`config.mk`:
```
export PLATFORM = sky130hd
export DESIGN_NAME = swpwr_fault_ctrl
export DESIGN_NICKNAME = d
export VERILOG_FILES = /design/src/rtl/swpwr_pkg.sv /design/src/rtl/swpwr_tick_window.sv /design/src/rtl/swpwr_en_edge.sv /design/src/rtl/swpwr_fault_ctrl.sv
export SDC_FILE = /design/constraint.sdc
export NUM_CORES = 1
export LEC_CHECK = 0
export ABC_CLOCK_PERIOD_IN_PS = 1800
export BUFFER_PORTS_ARGS = -buffer_cell sky130_fd_sc_hd__buf_4
export CAP_MARGIN = 20
export CORE_UTILIZATION = 55
export CTS_BUF_LIST = sky130_fd_sc_hd__clkbuf_4 sky130_fd_sc_hd__clkbuf_8
export DETAILED_ROUTE_END_ITERATION = 8
export GPL_ROUTABILITY_DRIVEN = 0
export PLACE_DENSITY_LB_ADDON = 0.1
export SLEW_MARGIN = 10
export SYNTH_ARGS = -nofsm -noshare
export SYNTH_HDL_FRONTEND = slang
export SYNTH_HIERARCHICAL = 1
export SYNTH_SLANG_ARGS = --single-unit
```
`constraint.sdc`:
```
create_clock -name clk -period 1.8 [get_ports clk]
set_input_delay 0.27 -clock clk [delete_from_list [all_inputs] [get_ports clk]]
set_output_delay 0.27 -clock clk [all_outputs]
set_load 0.02 [all_outputs]
```
`src/rtl/swpwr_pkg.sv`:
```
package swpwr_pkg;
    typedef enum logic [2:0] {
        ST_IDLE,
        ST_REQUEST,
        ST_AWAIT,
        ST_POWER,
        ST_FAULTED,
        ST_WAIT,
        ST_LATCHED
    } fm_state_e;
endpackage

```
`src/rtl/swpwr_tick_window.sv`:
```
// Counts ticks while run is high. done pulses on the LEN-th counted tick.
// The count clears whenever run is low.
module swpwr_tick_window #(
    parameter int LEN = 60
) (
    input  logic clk,
    input  logic rst_n,
    input  logic run,
    input  logic tick,
    output logic done
);
    localparam int CW = (LEN > 1) ? $clog2(LEN + 1) : 1;
    localparam logic [CW-1:0] LAST = CW'(LEN - 1);

    logic [CW-1:0] cnt_q;

    always_ff @(posedge clk or negedge rst_n) begin
        if (!rst_n) begin
            cnt_q <= '0;
        end else if (!run) begin
            cnt_q <= '0;
        end else if (tick && (cnt_q != LAST)) begin
            cnt_q <= cnt_q + 1'b1;
        end
    end

    assign done = run && tick && (cnt_q == LAST);
endmodule

```
`src/rtl/swpwr_en_edge.sv`:
```
// Detects a rising edge of en and holds it while hold is high.
module swpwr_en_edge (
    input  logic clk,
    input  logic rst_n,
    input  logic en,
    input  logic hold,
    output logic rise_seen
);
    logic en_q;
    logic held_q;
    logic rise;

    assign rise = en && !en_q;

    always_ff @(posedge clk or negedge rst_n) begin
        if (!rst_n) begin
            en_q   <= 1'b0;
            held_q <= 1'b0;
        end else begin
            en_q <= en;
            if (!hold) begin
                held_q <= 1'b0;
            end else if (rise) begin
                held_q <= 1'b1;
            end
        end
    end

    assign rise_seen = held_q || (hold && rise);
endmodule

```
`src/rtl/swpwr_fault_ctrl.sv`:
```
module swpwr_fault_ctrl
    import swpwr_pkg::*;
#(
    parameter int OC_LIMIT_TICKS = 60,
    parameter int RESTART_TICKS  = 1920
) (
    input  logic clk,
    input  logic rst_n,
    input  logic tick_ms,
    input  logic ilim_active,
    input  logic overtemp,
    input  logic en,
    input  logic latch_off,
    input  logic skip_detect,
    input  logic pwr_grant,
    output logic sw_on,
    output logic fault_n,
    output logic req_detect,
    output logic req_powerup
);
    fm_state_e state_q;
    fm_state_e state_d;
    logic      oc_run;
    logic      oc_expired;
    logic      wait_run;
    logic      wait_done;
    logic      edge_hold;
    logic      en_rise_seen;
    logic      fault_q;

    assign oc_run    = (state_q == ST_POWER) && ilim_active;
    assign wait_run  = (state_q == ST_WAIT);
    assign edge_hold = (state_q == ST_FAULTED) || (state_q == ST_WAIT);

    swpwr_tick_window #(.LEN(OC_LIMIT_TICKS)) u_oc_window (
        .clk  (clk),
        .rst_n(rst_n),
        .run  (oc_run),
        .tick (tick_ms),
        .done (oc_expired)
    );

    swpwr_tick_window #(.LEN(RESTART_TICKS)) u_restart_window (
        .clk  (clk),
        .rst_n(rst_n),
        .run  (wait_run),
        .tick (tick_ms),
        .done (wait_done)
    );

    swpwr_en_edge u_en_edge (
        .clk      (clk),
        .rst_n    (rst_n),
        .en       (en),
        .hold     (edge_hold),
        .rise_seen(en_rise_seen)
    );

    // State register
    always_ff @(posedge clk or negedge rst_n) begin
        if (!rst_n) begin
            state_q <= ST_IDLE;
        end else begin
            state_q <= state_d;
        end
    end

    // Next-state logic
    always_comb begin
        state_d = state_q;
        unique case (state_q)
            ST_IDLE: begin
                if (en) state_d = ST_REQUEST;
            end
            ST_REQUEST: begin
                if (!en)              state_d = ST_IDLE;
                else if (skip_detect) state_d = ST_POWER;
                else                  state_d = ST_AWAIT;
            end
            ST_AWAIT: begin
                if (!en)            state_d = ST_IDLE;
                else if (pwr_grant) state_d = ST_POWER;
            end
            ST_POWER: begin
                if (oc_expired || overtemp) state_d = ST_FAULTED;
                else if (!en)               state_d = ST_IDLE;
            end
            ST_FAULTED: begin
                if (!overtemp && !ilim_active) state_d = ST_WAIT;
            end
            ST_WAIT: begin
                if (wait_done) begin
                    if (!en)                            state_d = ST_IDLE;
                    else if (!latch_off || en_rise_seen) state_d = ST_REQUEST;
                    else                                state_d = ST_LATCHED;
                end
            end
            ST_LATCHED: begin
                if (!en) state_d = ST_IDLE;
            end
            default: state_d = ST_IDLE;
        endcase
    end

    // Output logic: the fault latch is set on fault entry and cleared on power entry
    always_ff @(posedge clk or negedge rst_n) begin
        if (!rst_n) begin
            fault_q <= 1'b0;
        end else if ((state_q == ST_POWER) && (state_d == ST_FAULTED)) begin
            fault_q <= 1'b1;
        end else if ((state_q != ST_POWER) && (state_d == ST_POWER)) begin
            fault_q <= 1'b0;
        end
    end

    assign sw_on       = (state_q == ST_POWER);
    assign fault_n     = !fault_q;
    assign req_detect  = (state_q == ST_REQUEST) && !skip_detect;
    assign req_powerup = (state_q == ST_REQUEST) && skip_detect;
endmodule

```
==> flow_metrics.env <==
export IMPL_p_per_area_mw_per_mm2=829.9
export IMPL_crit_path_cell_trace="ha_1 -> nand3_1 -> nor3_2 -> and3_2 -> inv_1 -> o32a_1 -> a21oi_2"
export IMPL_yosysSeqAreaShare_pct=42.28
export IMPL_vias=1165
export IMPL_cp_start_kind="register"
export IMPL_clkLatencyLatePin_ps=300
export IMPL_post_dp_hpwl_mm=1.954
export IMPL_htree_levels=1
export IMPL_critPathCaptureType="register"
export IMPL_rrSetupSlack_ps=130
export IMPL_syn_to_final_growth_pct=15.90
export IMPL_yosys_warnings=6
export IMPL_skew_ps=2.851
export IMPL_cts_tree="built"
export IMPL_required_ps=2050
export IMPL_drive_above_1_share_pct=22.02
export IMPL_slowest_delay_ps=400
export IMPL_post_route_util_pct=69.32
export IMPL_power_internal_uw=871.1
export IMPL_synth_net_count=156
export IMPL_die_h_um=51.75
export IMPL_crit_slowest_cell="dfrtp_1"
export IMPL_r2r_cells=7
export IMPL_crit_type="reg -> reg"
export IMPL_grt_max_degree=24
export IMPL_crit_path_max_fanout=4
export IMPL_wl_mm=2.630
export IMPL_final_hold_viol_count=0
export IMPL_grt_pass1_vias=1087
export IMPL_dr_first_iter_drc_count=33
export IMPL_p_sw_uw=438.2
export IMPL_grtUsageTotal_pct=22.32
export IMPL_ios=13
export IMPL_swShare_pct=33.47
export IMPL_rows=17
export IMPL_synthCells=145
export IMPL_cts_buffers=3
export IMPL_status="finished clean"
export IMPL_syn_area_mm2=0.001361
export IMPL_fp_dieArea_mm2=0.002678
export IMPL_syn_avg_cell_area_um2=9.388
export IMPL_slew_violations=0
export IMPL_synth_flop_cell="dfrtp_1"
export IMPL_diodes=0
export IMPL_arrival_ps=1920
export IMPL_cp_num_buf_inv=1
export IMPL_power_share_sequential_pct=46.7
export IMPL_wl_per_cell_um=13.42
export IMPL_synthArstFlopShare_pct=100.0
export IMPL_cts_path_max_buffers=2
export IMPL_max_freq_mhz=597.5
export IMPL_fin_tns_setup_ps=0
export IMPL_final_cells=196
export IMPL_yosysTopAreaCellShare_pct=42.28
export IMPL_worst_slew_pin_slew_ps=510.6
export IMPL_synth_edf_count=0
export IMPL_min_from="en"
export IMPL_die_x_um=51.75
export IMPL_cellLeakagePower_nw=0.6717
export IMPL_rsz0062_at_grt="false"
export IMPL_dr_pass1_iters=4
export IMPL_post_route_period_util_pct=92.98
export IMPL_min_to="u_en_edge/en_q$_DFF_PN0_"
export IMPL_start_util_pct=59.81
export IMPL_nFillCells=184
export IMPL_clk_pin_slew_ps=120
export IMPL_holdWs_ps=127.1
export IMPL_rr_endpoint="state_q[1]$_DFF_PN0_"
export IMPL_drv_cap=0
export IMPL_dpl_cell_area_mm2=0.001520
export IMPL_antenna_left=0
export IMPL_finalCriticalPeriod_ps=1674
export IMPL_clock_power_share_pct=19.2
export IMPL_root_buffer="clkbuf_4"
export IMPL_ys_ff_latch=23
export IMPL_ys_top_cells_by_area="dfrtp_1 (42%), nor2_1 (3.6%), nand2_1 (3.3%), xnor2_1 (3.2%), nor3_1 (2.6%)"
export IMPL_whs_path_depth=1
export IMPL_fin_area_mm2=0.001578
export IMPL_vias_per_cell=5.944
export IMPL_nets=180
export IMPL_r2r_start="u_restart_window/cnt_q[0]$_DFFE_PN0P_"
export IMPL_grt_pass1_wl_mm=4.491
export IMPL_ir_drop_mv=0.7186
export IMPL_overflow=0
export IMPL_yosysUniqueCellTypes=50
export IMPL_cts_sinks=23
export IMPL_yosysTopAreaCell="dfrtp_1"
export IMPL_grt_antenna_before_repair=0
export IMPL_cp_top_family="simple AND/OR/NAND/NOR gates"
export IMPL_io_buffers=12
export IMPL_drcViolationCount=0
export IMPL_relSlewSlack_pct=65.67
export IMPL_placed_cells=190
export IMPL_hold_path_class="in -> reg"
export IMPL_combPwrFrac_pct=34.2
export IMPL_finalSetupViolCount=0
export IMPL_core_mm2=0.002276
-- cell type report --
class	instances	area, um^2	share of cell area (%)
clock buffer	4	30.03	1.903
multi-input combinational	112	739.5	46.87
timing repair buffer	23	175.2	11.10
sequential	23	575.6	36.48
inverter	6	22.52	1.427
tap	28	35.03	2.220
-- registers in the layout, indices dropped and copies added (netlist names) --
signal,flops
fault_q,1
state_q,3
u_en_edge/en_q,1
u_en_edge/held_q,1
u_oc_window/cnt_q,6
u_restart_window/cnt_q,11
-- stage by stage --
stage          power [mW]  setup WS [ps]
2_1_floorplan      0.9163          1.657
3_3_place_gp        1.048          141.8
3_5_place_dp        1.061          94.26
4_1_cts             1.315          67.83
5_1_grt             1.387          24.62
6_report            1.309          126.3
-- placed cells by master (no fill, tap or decap), types with 2 or more instances in the layout --
cell,synthesis,routed
clkbuf_4,0,4
or3_1,2,2
ha_1,2,2
and3_2,2,2
and3_1,2,2
nor3_2,0,2
a21boi_1,2,2
nand3_1,6,6
o21a_1,2,2
inv_1,5,5
o31ai_1,3,3
nor3_1,7,5
nor2b_1,2,2
nand2b_1,4,4
o311ai_0,3,3
nor2b_2,2,2
a21oi_1,3,3
dfrtp_1,23,23
xnor2_1,5,5
o21ai_1,2,2
nor2_1,13,13
o21ai_0,6,6
nand4_1,4,4
o221ai_1,2,2
and3b_1,2,2
and2_1,3,3
buf_4,1,22
nand2_1,12,12
-- cells in the mapped netlist, types with 3 or more instances --
cell      number
nand4_1        4
nor3_1         7
o311ai_0       3
xnor2_1        5
nor2_1        13
a21oi_1        3
nand2b_1       4
inv_1          5
o21ai_0        6
o31ai_1        3
dfrtp_1       23
nand2_1       12
nand3_1        6
and2_1         3
-- power groups by stage --
| stage | logic [mW] | clock network, mW | registers (mW) |
|---|---|---|---|
| after floorplan | 0.319 | 0 | 0.597 |
| after global placement | 0.432 | 0 | 0.616 |
| after detailed placement | 0.439 | 0 | 0.622 |
| after CTS | 0.444 | 0.259 | 0.612 |
| after global routing | 0.491 | 0.277 | 0.619 |
| final | 0.447 | 0.251 | 0.611 |
-- cell families (layout without fill, tap and decap cells) --
group | after synthesis | after routing | synth area share [%]
AND/OR/NAND/NOR | 70 | 70 | 30.05
multiplexers | 1 | 1 | 0.7353
XOR/XNOR | 6 | 6 | 3.860
AO/OA/AOI/OAI | 33 | 33 | 17.10
flip-flops | 23 | 23 | 42.28
buffers and inverters | 10 | 33 | 4.136
adder cells (fa/ha/maj) | 2 | 2 | 1.838
-- worst reg2reg max path, stage by stage, from the launching register on --
cell and delay (ps):
dfrtp_1 400, ha_1 230, nand3_1 130, nor3_2 150
and3_2 210, inv_1 40, o32a_1 330, a21oi_2 130
-- worst max-delay path by stage --
stage	endpoint	depth (start not counted)	startpoint	slack [ps]
final	state_q[1]$_DFF_PN0_	7	u_restart_window/cnt_q[0]$_DFFE_PN0P_	130
after global routing	state_q[1]$_DFF_PN0_	7	u_restart_window/cnt_q[1]$_DFFE_PN0P_	20
after CTS	state_q[1]$_DFF_PN0_	7	u_restart_window/cnt_q[0]$_DFFE_PN0P_	70
after detailed placement	state_q[1]$_DFF_PN0_	7	u_restart_window/cnt_q[0]$_DFFE_PN0P_	90
after global placement	state_q[1]$_DFF_PN0_	7	u_restart_window/cnt_q[0]$_DFFE_PN0P_	140
after floorplan	state_q[1]$_DFF_PN0_	7	u_restart_window/cnt_q[0]$_DFFE_PN0P_	2
-- layer usage --
| layer | share of wire, % | routed length [um] | global-route usage (%) | vias up |
|---|---|---|---|---|
| li1 | - | - | - | 579 |
| met1 | 46 | 1211 | 28.54 | 563 |
| met2 | 51 | 1329 | 38.31 | 19 |
| met3 | 2.5 | 66 | 3.509 | 4 |
| met4 | 0.87 | 23 | 7.207 | 0 |
| met5 | 0 | 0 | 0 | - |
-- repair_timing --
action | 4_1_cts | 5_1_grt
setup buffers | 0 | 1
endpoints found under the setup margin | 0 | 2
gates resized for setup | 0 | 2
hold endpoints to repair | 23 | 0
hold buffers | 1 | 0
Note: power is estimated with default switching activity, not from simulation.
